[src/rtl/key_ar_pkg.sv]
package key_ar_pkg;
  localparam int unsigned DATA_W = 8;
  localparam logic [DATA_W-1:0] REPEAT_CODE = 8'h7E;

  typedef enum logic [1:0] {
    PH_IDLE   = 2'd0,
    PH_DELAY  = 2'd1,
    PH_REPEAT = 2'd2
  } ar_phase_e;
endpackage

[src/rtl/ar_period_sel.sv]
module ar_period_sel #(
  parameter int unsigned DLY_W     = 4,
  parameter int unsigned RATE_W    = 3,
  parameter int unsigned DLY_UNIT  = 8,
  parameter int unsigned RATE_UNIT = 4,
  parameter int unsigned CNT_W     = 8
) (
  input  logic [DLY_W-1:0]  dly_code_i,
  input  logic [RATE_W-1:0] rate_code_i,
  input  logic              repeat_phase_i,
  output logic [CNT_W-1:0]  limit_o
);
  logic [CNT_W-1:0] dly_ticks, rate_ticks;

  always_comb begin
    dly_ticks  = CNT_W'((32'(dly_code_i) + 32'd1) * DLY_UNIT);
    rate_ticks = CNT_W'((32'(rate_code_i) + 32'd1) * RATE_UNIT);
    limit_o    = repeat_phase_i ? rate_ticks : dly_ticks;
  end
endmodule

[src/rtl/ar_tick_timer.sv]
module ar_tick_timer #(
  parameter int unsigned CNT_W = 8
) (
  input  logic             clk_i,
  input  logic             rst_ni,
  input  logic             clr_i,
  input  logic             adv_i,
  input  logic [CNT_W-1:0] limit_i,
  output logic             hit_o
);
  logic [CNT_W-1:0] cnt_q;
  logic [CNT_W-1:0] cnt_inc;

  assign cnt_inc = cnt_q + CNT_W'(1);
  assign hit_o   = adv_i && (cnt_inc == limit_i);

  always_ff @(posedge clk_i or negedge rst_ni) begin
    if (!rst_ni)     cnt_q <= '0;
    else if (clr_i)  cnt_q <= '0;
    else if (hit_o)  cnt_q <= '0;
    else if (adv_i)  cnt_q <= cnt_inc;
  end
endmodule

[src/rtl/key_autorepeat.sv]
module key_autorepeat
  import key_ar_pkg::*;
#(
  parameter int unsigned DLY_W     = 4,
  parameter int unsigned RATE_W    = 3,
  parameter int unsigned DLY_UNIT  = 8,
  parameter int unsigned RATE_UNIT = 4,
  localparam int unsigned CFG_W    = 1 + RATE_W + DLY_W,
  localparam int unsigned DLY_MAX  = (2 ** DLY_W) * DLY_UNIT,
  localparam int unsigned RATE_MAX = (2 ** RATE_W) * RATE_UNIT,
  localparam int unsigned CNT_W    = $clog2(((DLY_MAX > RATE_MAX) ? DLY_MAX : RATE_MAX) + 1)
) (
  input  logic              clk_i,
  input  logic              rst_ni,
  input  logic [CFG_W-1:0]  cfg_i,
  input  logic              tick_i,
  input  logic              key_evt_i,
  input  logic              key_held_i,
  input  logic              fifo_full_i,
  output logic              fifo_wr_o,
  output logic [DATA_W-1:0] fifo_data_o
);
  ar_phase_e        phase_q, phase_d;
  logic             enable, run, clr, adv, hit;
  logic [CNT_W-1:0] limit;
  logic             wr_q;

  assign enable = cfg_i[CFG_W-1];
  assign run    = enable && key_held_i;
  // any event or a fresh start resets the count; idle never advances
  assign clr    = !run || key_evt_i || (phase_q == PH_IDLE);
  assign adv    = !clr && tick_i;

  ar_period_sel #(
    .DLY_W(DLY_W), .RATE_W(RATE_W), .DLY_UNIT(DLY_UNIT),
    .RATE_UNIT(RATE_UNIT), .CNT_W(CNT_W)
  ) u_sel (
    .dly_code_i     (cfg_i[DLY_W-1:0]),
    .rate_code_i    (cfg_i[DLY_W +: RATE_W]),
    .repeat_phase_i (phase_q == PH_REPEAT),
    .limit_o        (limit)
  );

  ar_tick_timer #(.CNT_W(CNT_W)) u_timer (
    .clk_i   (clk_i),
    .rst_ni  (rst_ni),
    .clr_i   (clr),
    .adv_i   (adv),
    .limit_i (limit),
    .hit_o   (hit)
  );

  always_comb begin
    phase_d = phase_q;
    if (!run)                                phase_d = PH_IDLE;
    else if (key_evt_i || phase_q == PH_IDLE) phase_d = PH_DELAY;
    else if (hit)                            phase_d = PH_REPEAT;
  end

  always_ff @(posedge clk_i or negedge rst_ni) begin
    if (!rst_ni) begin
      phase_q <= PH_IDLE;
      wr_q    <= 1'b0;
    end else begin
      phase_q <= phase_d;
      wr_q    <= hit && !fifo_full_i;  // full FIFO: drop, schedule unchanged
    end
  end

  assign fifo_wr_o   = wr_q;
  assign fifo_data_o = wr_q ? REPEAT_CODE : '0;
endmodule

[config.mk]
export PLATFORM = sky130hd
export DESIGN_NAME = key_autorepeat
export DESIGN_NICKNAME = d
export VERILOG_FILES = /design/src/rtl/key_ar_pkg.sv /design/src/rtl/ar_period_sel.sv /design/src/rtl/ar_tick_timer.sv /design/src/rtl/key_autorepeat.sv
export SDC_FILE = /design/constraint.sdc
export NUM_CORES = 1
export LEC_CHECK = 0
export BUFFER_PORTS_ARGS = -buffer_cell sky130_fd_sc_hd__buf_2
export CAP_MARGIN = 15
export CORE_AREA = 5 5 54 56
export CTS_CLUSTER_DIAMETER = 40
export DETAILED_ROUTE_END_ITERATION = 8
export DIE_AREA = 0 0 59 61
export PLACE_DENSITY = 0.75
export SLEW_MARGIN = 20
export SYNTH_ARGS = -nofsm -noshare
export SYNTH_HDL_FRONTEND = slang
export SYNTH_SLANG_ARGS = --single-unit
[constraint.sdc]
create_clock -name clk_i -period 2.91 [get_ports clk_i]
set_input_delay 0.1455 -clock clk_i [delete_from_list [all_inputs] [get_ports clk_i]]
set_output_delay 0.1455 -clock clk_i [all_outputs]
set_load 0.1 [all_outputs]
# ---- After elaboration in Yosys (flattened, before gate mapping)
# Cells that the tools add are included.
dict set report word_totals {
  wordCells 29
  reg_bits 11
}
dict set report op_classes {
  n_reduce_logical 12
  n_eq_ne 3
  addsub 3
  n_mux 8
}
# op count
set op_table {}
lappend op_table {{$mux 8} 4}
lappend op_table {{$add 8x1->8 const B} 1}
lappend op_table {{$eq 8x8->1} 1}
lappend op_table {{$mux 7} 1}
lappend op_table {{$mux 2} 3}
lappend op_table {{$add 4x1->5 const B} 1}
lappend op_table {{$add 3x1->4 const B} 1}
lappend op_table {{$logic_and 1x1->1} 4}
lappend op_table {{$logic_not 1->1} 3}
lappend op_table {{$logic_or 1x1->1} 3}
lappend op_table {{$ne 3x1->1 const B} 1}
lappend op_table {{$reduce_bool 3->1} 1}
lappend op_table {{$eq 2x2->1 const B} 1}
lappend op_table {{$logic_not 2->1} 1}

# ---- Longest topological paths before layout
# Gate-level depths: netlist of the first run.
dict set report depth {
  ltp_word 10
  depth_mapped 9
  depth_no_buf 8
}

# ---- Hierarchy
# Synthesis of the first run repeated with hierarchy kept, for this count alone.
dict set report unflattened {
  hier_cells 133
  area_unflattened_um2 1181.1
}
# mod seq_area_each_um2 area_each_um2 instances cells_each
set by_module_without_submodules {}
lappend by_module_without_submodules {ar_tick_timer 200.2 814.5 1 90}
lappend by_module_without_submodules {key_autorepeat 75.1 217.7 1 23}
lappend by_module_without_submodules {ar_period_sel 0.0 148.9 1 20}

# ---- Worst setup path after synthesis of the first run
# No wires, ideal clock.
dict set report synth_path {
  kind {register to register}
  from {register u_timer.cnt_q[0]}
  to {register u_timer.cnt_q[5]}
  setup_ps 156
  arrival_time_ps 1796
  path_stages_with_launch 10
  path_slack_ps 958
  path_buffers 1
  path_cell_list {dfrtp_1 ha_1 nand3_2 nor2_2 xnor3_1 o32ai_1 o2111ai_2 buf_2 nand3_1 a31oi_1}
}
dict set report synth_between {
  elab_chain_len 5
  word_cells_on_any_way 7
}
# item line
set synth_rtl {}
lappend synth_rtl {{start, declared} ar_tick_timer.sv:11} ;# logic [CNT_W-1:0] cnt_q;
lappend synth_rtl {{start signal, assigned} ar_tick_timer.sv:21} ;# else if (adv_i) cnt_q <= cnt_inc;
lappend synth_rtl {{$add 8x1->8 (*)} ar_tick_timer.sv:14} ;# assign cnt_inc = cnt_q + CNT_W'(1);
lappend synth_rtl {{$eq 8x8->1} ar_tick_timer.sv:15} ;# assign hit_o = adv_i && (cnt_inc == limit_i);
lappend synth_rtl {{$logic_and 1x1->1} ar_tick_timer.sv:15}
lappend synth_rtl {{$mux 8} ar_tick_timer.sv:20} ;# else if (hit_o) cnt_q <= '0;
lappend synth_rtl {{$mux 8} ar_tick_timer.sv:19} ;# else if (clr_i) cnt_q <= '0;
# Every way passes the cells marked *; elsewhere a longest branch is shown, timed or not. The select of a mux whose other input is x is not followed.
# A chain may end at the register's enable or synchronous reset.

# ---- Final worst setup path of the first run
dict set report layout_path {
  from {register u_timer.cnt_q[0]}
  to {register wr_q (netlist: fifo_wr_o)}
}
dict set report layout_between {
  elab_chain_len 4
}
# item line
set layout_rtl {}
lappend layout_rtl {{$add 8x1->8} ar_tick_timer.sv:14}
lappend layout_rtl {{$eq 8x8->1} ar_tick_timer.sv:15}
lappend layout_rtl {{$logic_and 1x1->1} ar_tick_timer.sv:15}
lappend layout_rtl {{$logic_and 1x1->1} key_autorepeat.sv:66} ;# wr_q <= hit && !fifo_full_i;
lappend layout_rtl {{end signal, assigned} key_autorepeat.sv:66}
lappend layout_rtl {{end, declared} key_autorepeat.sv:26} ;# logic wr_q;
# Every way passes these cells.

==> results.md, run 1 <==
* Final setup fails at 0
* Worst hold path type: input pin to register
* Post-synth top area share at 28.87%
* Worst relative slew slack at 42.30%
* Total die area at 0.003599 sq mm
* Final GP Congestion at 0.7990
* Routed WL per cell at 13.75 microns
* First-pass GRT wire length at 3739 microns
* GRT Overall Usage at 13.93%
* Actual slew at the worst max-slew pin at 0.8646 ns
* DRT Pass-1 Iters at 4
* Gates resized, CTS repair at 0
* Ports at 23
* EDFF count, synth at 0
* Detailed Place HPWL at 1714 microns
* Compound-gate portion of the synthesized area at 16.40%
* Critical path origin: u_timer.cnt_q[0]
* Area Overhead vs Synth at 9.580%
* Leakage dissipation at 0.4398 nW
* Crit Path Class: register to register
* Main combinational cell family by area after synthesis: simple AND/OR/NAND/NOR gates
* Initial antenna violation count at 0
* Unique cell type count in the Yosys netlist at 41
* End of the worst register-to-register path: fifo_wr_o
* Inserted Clock Buffers at 3
* Post-Synth XOR/XNOR Area at 13.65%
* Final std cells w/o fill at 155
* Peak VDD IR at 272.8 uV
* Ys flop type: dfrtp_1
* Sequential area share after synthesis at 28.87%
* Starting Density at 39.94%
* Fin. Hold Viols at 0
* Mapped Cells at 112
* Synthesized area per cell at 8.513 sq um
* DRC Markers at 0
* Pin count of the biggest net entering global routing at 14
* 1st-iter DRT viols at 22
* Max Slew Vio Count at 0
* Clock Tree Root: clkbuf_4
* Worst EP required at 3.09 ns
* Inst Count DP at 150
* DP Area at 0.001008 sq mm
* Mapped Area at 953.4 sq um
* Total wire length at 2132 microns
* Mux cell area share after synthesis at 1.050%
* Clock Path Buffers at 2
* Clock slew at reported path FFs at 0.07 ns
* Clk Latency, worst-skew pair at 0.27 ns
* RR Startpoint: u_timer.cnt_q[0]
* Arrival time at the worst endpoint at 2.61 ns
* Worst Skew at 0.002313 ns
* Final worst-path cycle share at 83.51%
* Layout cells sized above 1 at 23.20%
* Row count at 18
* Sequential Area at 275.3 sq um
* Core area at 0.002387 sq mm
* MaxCap Viol Count at 0
* Setup tns final at 0 ns
* Via/cell ratio at 5.497
* Synth top area cells: dfrtp_1 (29%), buf_4 (7.1%), nand2_1 (6.3%)
* Final instance area at 0.001045 sq mm
* RSZ-0062 raised after global routing: no
* Antenna-violating nets left at 0
* Yosys warnings at 0
* Fmax at 411.5 MHz
* Area of the multi-input gates at 584.3 sq um
* Worst Path Max Fanout at 13
* Min cycle time layout at 2.430 ns
* Post-synthesis async set-or-reset flop share at 100.0%
* Die H at 61 microns
* Worst R2R Setup Slack at 0.48 ns
* Commonest cells after routing, fill and taps aside: buf_2 (20), nand2_1 (16), nand3_1 (11), dfrtp_1 (11), a21oi_1 (8)
* Pwr Density at 301.2 mW/mm^2
* Critical Path Sink: fifo_wr_o
* IO buf count at 20
* Register bit total from synthesis at 11
* Gr ovfl total at 0
* Synth Area in Adders at 3.937%
* Final Util at 43.76%
* CP startpoint kind: register
* CP Capture Type: register
* Die W at 59 microns
* Status: finished clean
* Vias at 852
* Commonest non-fill, non-tap cell in the layout: buf_2
* Fill count at 246
* ANT cells at 0
* CTS tree: built
* Number of global-route vias before repair at 823
* H-tree depth at 1
* Yosys top cell by area: dfrtp_1
* R2R depth at 8
* Clk sinks at 11
* Post-synthesis simple-gate area fraction at 25.46%
* Final nets at 143
## cell usage after synthesis, drive strengths merged, types with 2 or more instances
cell type  count
buf           12
a21oi          8
xnor2          4
a31oi          4
inv            3
nand2         16
nor3           4
o2111ai        2
ha             3
and4           2
xnor3          2
dfrtp         11
xor2           3
nor2           2
nand3         12
or3            2
o21ai          5
## through the flow
stage | setup WS [ns] | hold WS [ns] | power, W
6_report | 0.4797 | 0.03006 | 0.0003147
3_5_place_dp | 0.4902 | 0.03127 | 0.0002113
2_1_floorplan | 0.9580 | -0.1501 | 0.0001939
3_3_place_gp | 0.5406 | 0.02697 | 0.0002096
5_1_grt | 0.2568 | 0.006503 | 0.0003365
4_1_cts | 0.4667 | 0.01822 | 0.0003203
## timing repair
item                      CTS  global route
setup buffers               0             0
hold endpoints to repair   11             0
hold buffers                1             0
## cells by family after synthesis
group | after synthesis
compound gates | 24
xor+xnor | 10
fa+ha+maj | 3
buf+inv | 16
flops | 11
mux | 1
other cells | 1
simple gates | 46
## state kept, by name, indices dropped and copies added (netlist names)
| signal | cells |
|---|---|
| phase_q | 2 |
| fifo_wr_o | 1 |
| u_timer.cnt_q | 8 |
## critical path: stages (launching register included)
cell,delay [ns]
dfrtp_1,0.41
ha_1,0.25
nand3_2,0.13
nor2_2,0.17
xnor3_1,0.32
o32ai_1,0.18
o2111ai_2,0.38
or2_1,0.35
nor3_2,0.15
## final cells by class
type | instances | share of cell area, %
timing repair buffer | 21 | 10.54
tap | 30 | 3.593
multi-input combinational | 86 | 55.93
inverter | 3 | 1.078
sequential | 11 | 26.35
clock buffer | 4 | 2.515
## report_power, final
| group | total [W] | switching (W) | internal [W] |
|---|---|---|---|
| Combinational | 0.0000546 | 0.0000344 | 0.0000202 |
| Sequential | 0.000155 | 0.00000106 | 0.000154 |
| Clock | 0.000105 | 0.0000523 | 0.0000532 |
| Total | 0.000315 | 0.0000877 | 0.000227 |
## routing by layer
metal  part of all wire [%]  track usage [%]
met5                      0                0
met4                    3.2            7.120
met3                    4.8            4.255
met2                     51            22.87
met1                     41            16.47
## how the worst min path moves through the flow
stage                     start          endpoint  cells past startpoint
floorplan                rst_ni         fifo_wr_o                      0
global route        fifo_full_i         fifo_wr_o                      2
CTS                 fifo_full_i         fifo_wr_o                      2
detailed placement       rst_ni  u_timer.cnt_q[6]                      1
finish              fifo_full_i         fifo_wr_o                      2
global placement         rst_ni  u_timer.cnt_q[6]                      1
Note: power is estimated with default switching activity, not from simulation.
==> run 2: changes to the inputs <==
PLACE_DENSITY = 0.78   (was 0.75)
clock period = 2.1 ns   (was 2.91 ns; I/O delays follow)
==> run 2 against run 1 <==
Global-route usage fell by 0.39 points. Die area did not move. First-iteration DRC count rose by 41%. Clock skew rose by 0.0013 ns. Sequential power rose by 38%. Power rose by 43%. Final area rose by 18%. Largest cell class unchanged.
==> results.md, run 2 (synthesis results as in run 1) <==
* Clock Path Buffers at 2 (unchanged)
* Power consumption at 0.0004509 W (+43%)
* GRT Overall Usage at 13.54% (-0.39 points)
* Pwr Density at 364.8 mW/mm^2 (+21%)
* Worst R2R Setup Slack at 0.04 ns (-0.44 ns)
* Critical Path Sink: fifo_wr_o
* RSZ-0062 raised after global routing: yes
* CP Capture Type: register
* Final std cells w/o fill at 172 (+11%)
* DRC Markers at 0 (unchanged)
* CTS tree: built
* R2R depth at 7 (-1)
* Via/cell ratio at 5.517 (+0.38%)
* Worst path max stage delay at 0.40 ns (about the same)
* Met1 Wirelength at 905 microns (+4.6%)
* Antenna-violating nets left at 0 (unchanged)
* Number of global-route vias before repair at 894 (+8.6%)
* CP startpoint kind: register
* Fmax at 485.2 MHz (+18%)
* Peak VDD IR at 433.2 uV (+59%)
* Core area at 0.002387 sq mm (unchanged)
* CP Depth at 7 (-1)
* Sequential Area at 275.3 sq um (unchanged)
* Row count at 18 (unchanged)
* Setup tns final at 0 ns (unchanged)
* Arrival time at the worst endpoint at 2.26 ns (-0.35 ns)
* Area of the multi-input gates at 644.4 sq um (+10%)
* Worst hold margin at 0.05050 ns (+0.02044 ns)
* First-pass GRT wire length at 3663 microns (-2.0%)
* Leakage dissipation at 0.5443 nW (+24%)
* Worst EP required at 2.30 ns (-0.79 ns)
* Final nets at 160 (+12%)
* Pin count of the biggest net entering global routing at 13 (-1)
* Largest register FFs at 8 (unchanged)
* MaxCap Viol Count at 0 (unchanged)
* Clk sinks at 11 (unchanged)
* H-tree depth at 1 (unchanged)
* Met2 wire length at 1382 microns (+26%)
* Crit Path Class: register to register
* DP Area at 0.001121 sq mm (+11%)
* Slowest CP cell: dfrtp_1
* CP Buf/Inv Count at 0 (unchanged)
* Final setup fails at 0 (unchanged)
* Clk Latency, worst-skew pair at 0.27 ns (about the same)
* Crit path max-delay family: simple AND/OR/NAND/NOR gates
* ANT cells at 0 (unchanged)
* DRT Pass-1 Iters at 4 (unchanged)
* Final worst-path cycle share at 98.15% (+15 points)
* Initial antenna violation count at 0 (unchanged)
* RR Startpoint: phase_q[1]
* Critical path origin: phase_q[1]
* Worst hold path type: input pin to register
* Final GP Congestion at 0.8623 (+7.9%)
* Area Overhead vs Synth at 29.66%
* Min cycle time layout at 2.061 ns (-0.3691 ns)
* Clock slew at reported path FFs at 0.08 ns (about the same)
* Ports at 23 (unchanged)
* Gr ovfl total at 0 (unchanged)
* Die W at 59 microns (unchanged)
* Largest Register: u_timer.cnt_q
* Status: finished clean
* Worst Skew at 0.003607 ns (+0.001295 ns)
* Total wire length at 2440 microns (+14%)
* Commonest cells after routing, fill and taps aside: buf_2 (20), nand2_1 (16), buf_4 (16)
* Layout cells sized above 1 at 38.03% (+15 points)
* Worst path cell trace: nor2b_4, or3_4, a21o_1, a211oi_2, o2111ai_2, or2_1, nor3_2
* Inserted Clock Buffers at 3 (unchanged)
* Commonest non-fill, non-tap cell in the layout: buf_2
* 1st-iter DRT viols at 31 (+41%)
* Detailed Place HPWL at 1843 microns (+7.5%)
* Routed WL per cell at 14.19 microns (+3.1%)
* Top sig layer: met4
* Die H at 61 microns (unchanged)
* Total die area at 0.003599 sq mm (unchanged)
* Worst Path Max Fanout at 4 (-9)
* End of the worst register-to-register path: fifo_wr_o
* Met3 WL at 145 microns (+41%)
* IO buf count at 20 (unchanged)
* Final instance area at 0.001236 sq mm (+18%)
* Inst Count DP at 165 (+10%)
* Clock Tree Root: clkbuf_4
* Vias at 949 (+11%)
* Fill count at 234 (-4.9%)
* Fin. Hold Viols at 0 (unchanged)
* Starting Density at 39.94% (unchanged)
* Max Slew Vio Count at 0 (unchanged)
run 2: cell type report:
cell class,instances,area share (%)
clock buffers,3,1.822
clock inverters,1,0.4049
inverters,3,0.9109
multi-input cells,86,52.13
flip-flops and latches,11,22.27
well taps,30,3.036
repair buffers,38,19.43
run 2: how the worst min path moves through the flow:
stage,to,cells past startpoint,startpoint,slack [ns]
after floorplan,fifo_wr_o,0,rst_ni,-0.19
after global placement,u_timer.cnt_q[4],1,rst_ni,-0.02
after detailed placement,u_timer.cnt_q[6],1,rst_ni,-0.005
after CTS,phase_q[0],3,key_held_i,0.04
after global routing,phase_q[0],3,key_held_i,0.06
final,phase_q[0],3,key_held_i,0.05
run 2: stage by stage:
stage               util [%]  setup WS [ns]
floorplan                  -         0.1480
global placement       46.96        0.07459
detailed placement     46.96        0.01583
CTS                    49.27        0.01156
global route           51.78       -0.05219
finish                 51.78        0.03886
run 2: worst min-delay path: stages:
cell and delay, ns:
buf_2 0.10, nand2_1 0.05, a21oi_1 0.03
run 2: repair_timing:
action | CTS | global route
setup endpoints to repair | 2 | 10
gates cloned | 0 | 0
buffers inserted | 1 | 0
resized for setup | 0 | 12
pin swaps | 0 | 4
hold buffers | 2 | 0
endpoints found under the hold margin | 12 | 0
run 2: per-layer routing:
layer | track usage, % | vias to the layer above
li1 | - | 452
met1 | 14.03 | 465
met2 | 25.71 | 30
met3 | 5.106 | 2
met4 | 3.236 | 0
met5 | 0 | -
run 2: where the power goes:
part | internal [W] | switching, W | total (W)
Clock | 0.0000705 | 0.0000759 | 0.000146
Sequential | 0.000213 | 0.00000119 | 0.000214
Combinational | 0.0000370 | 0.0000535 | 0.0000905
Total | 0.000320 | 0.000131 | 0.000451
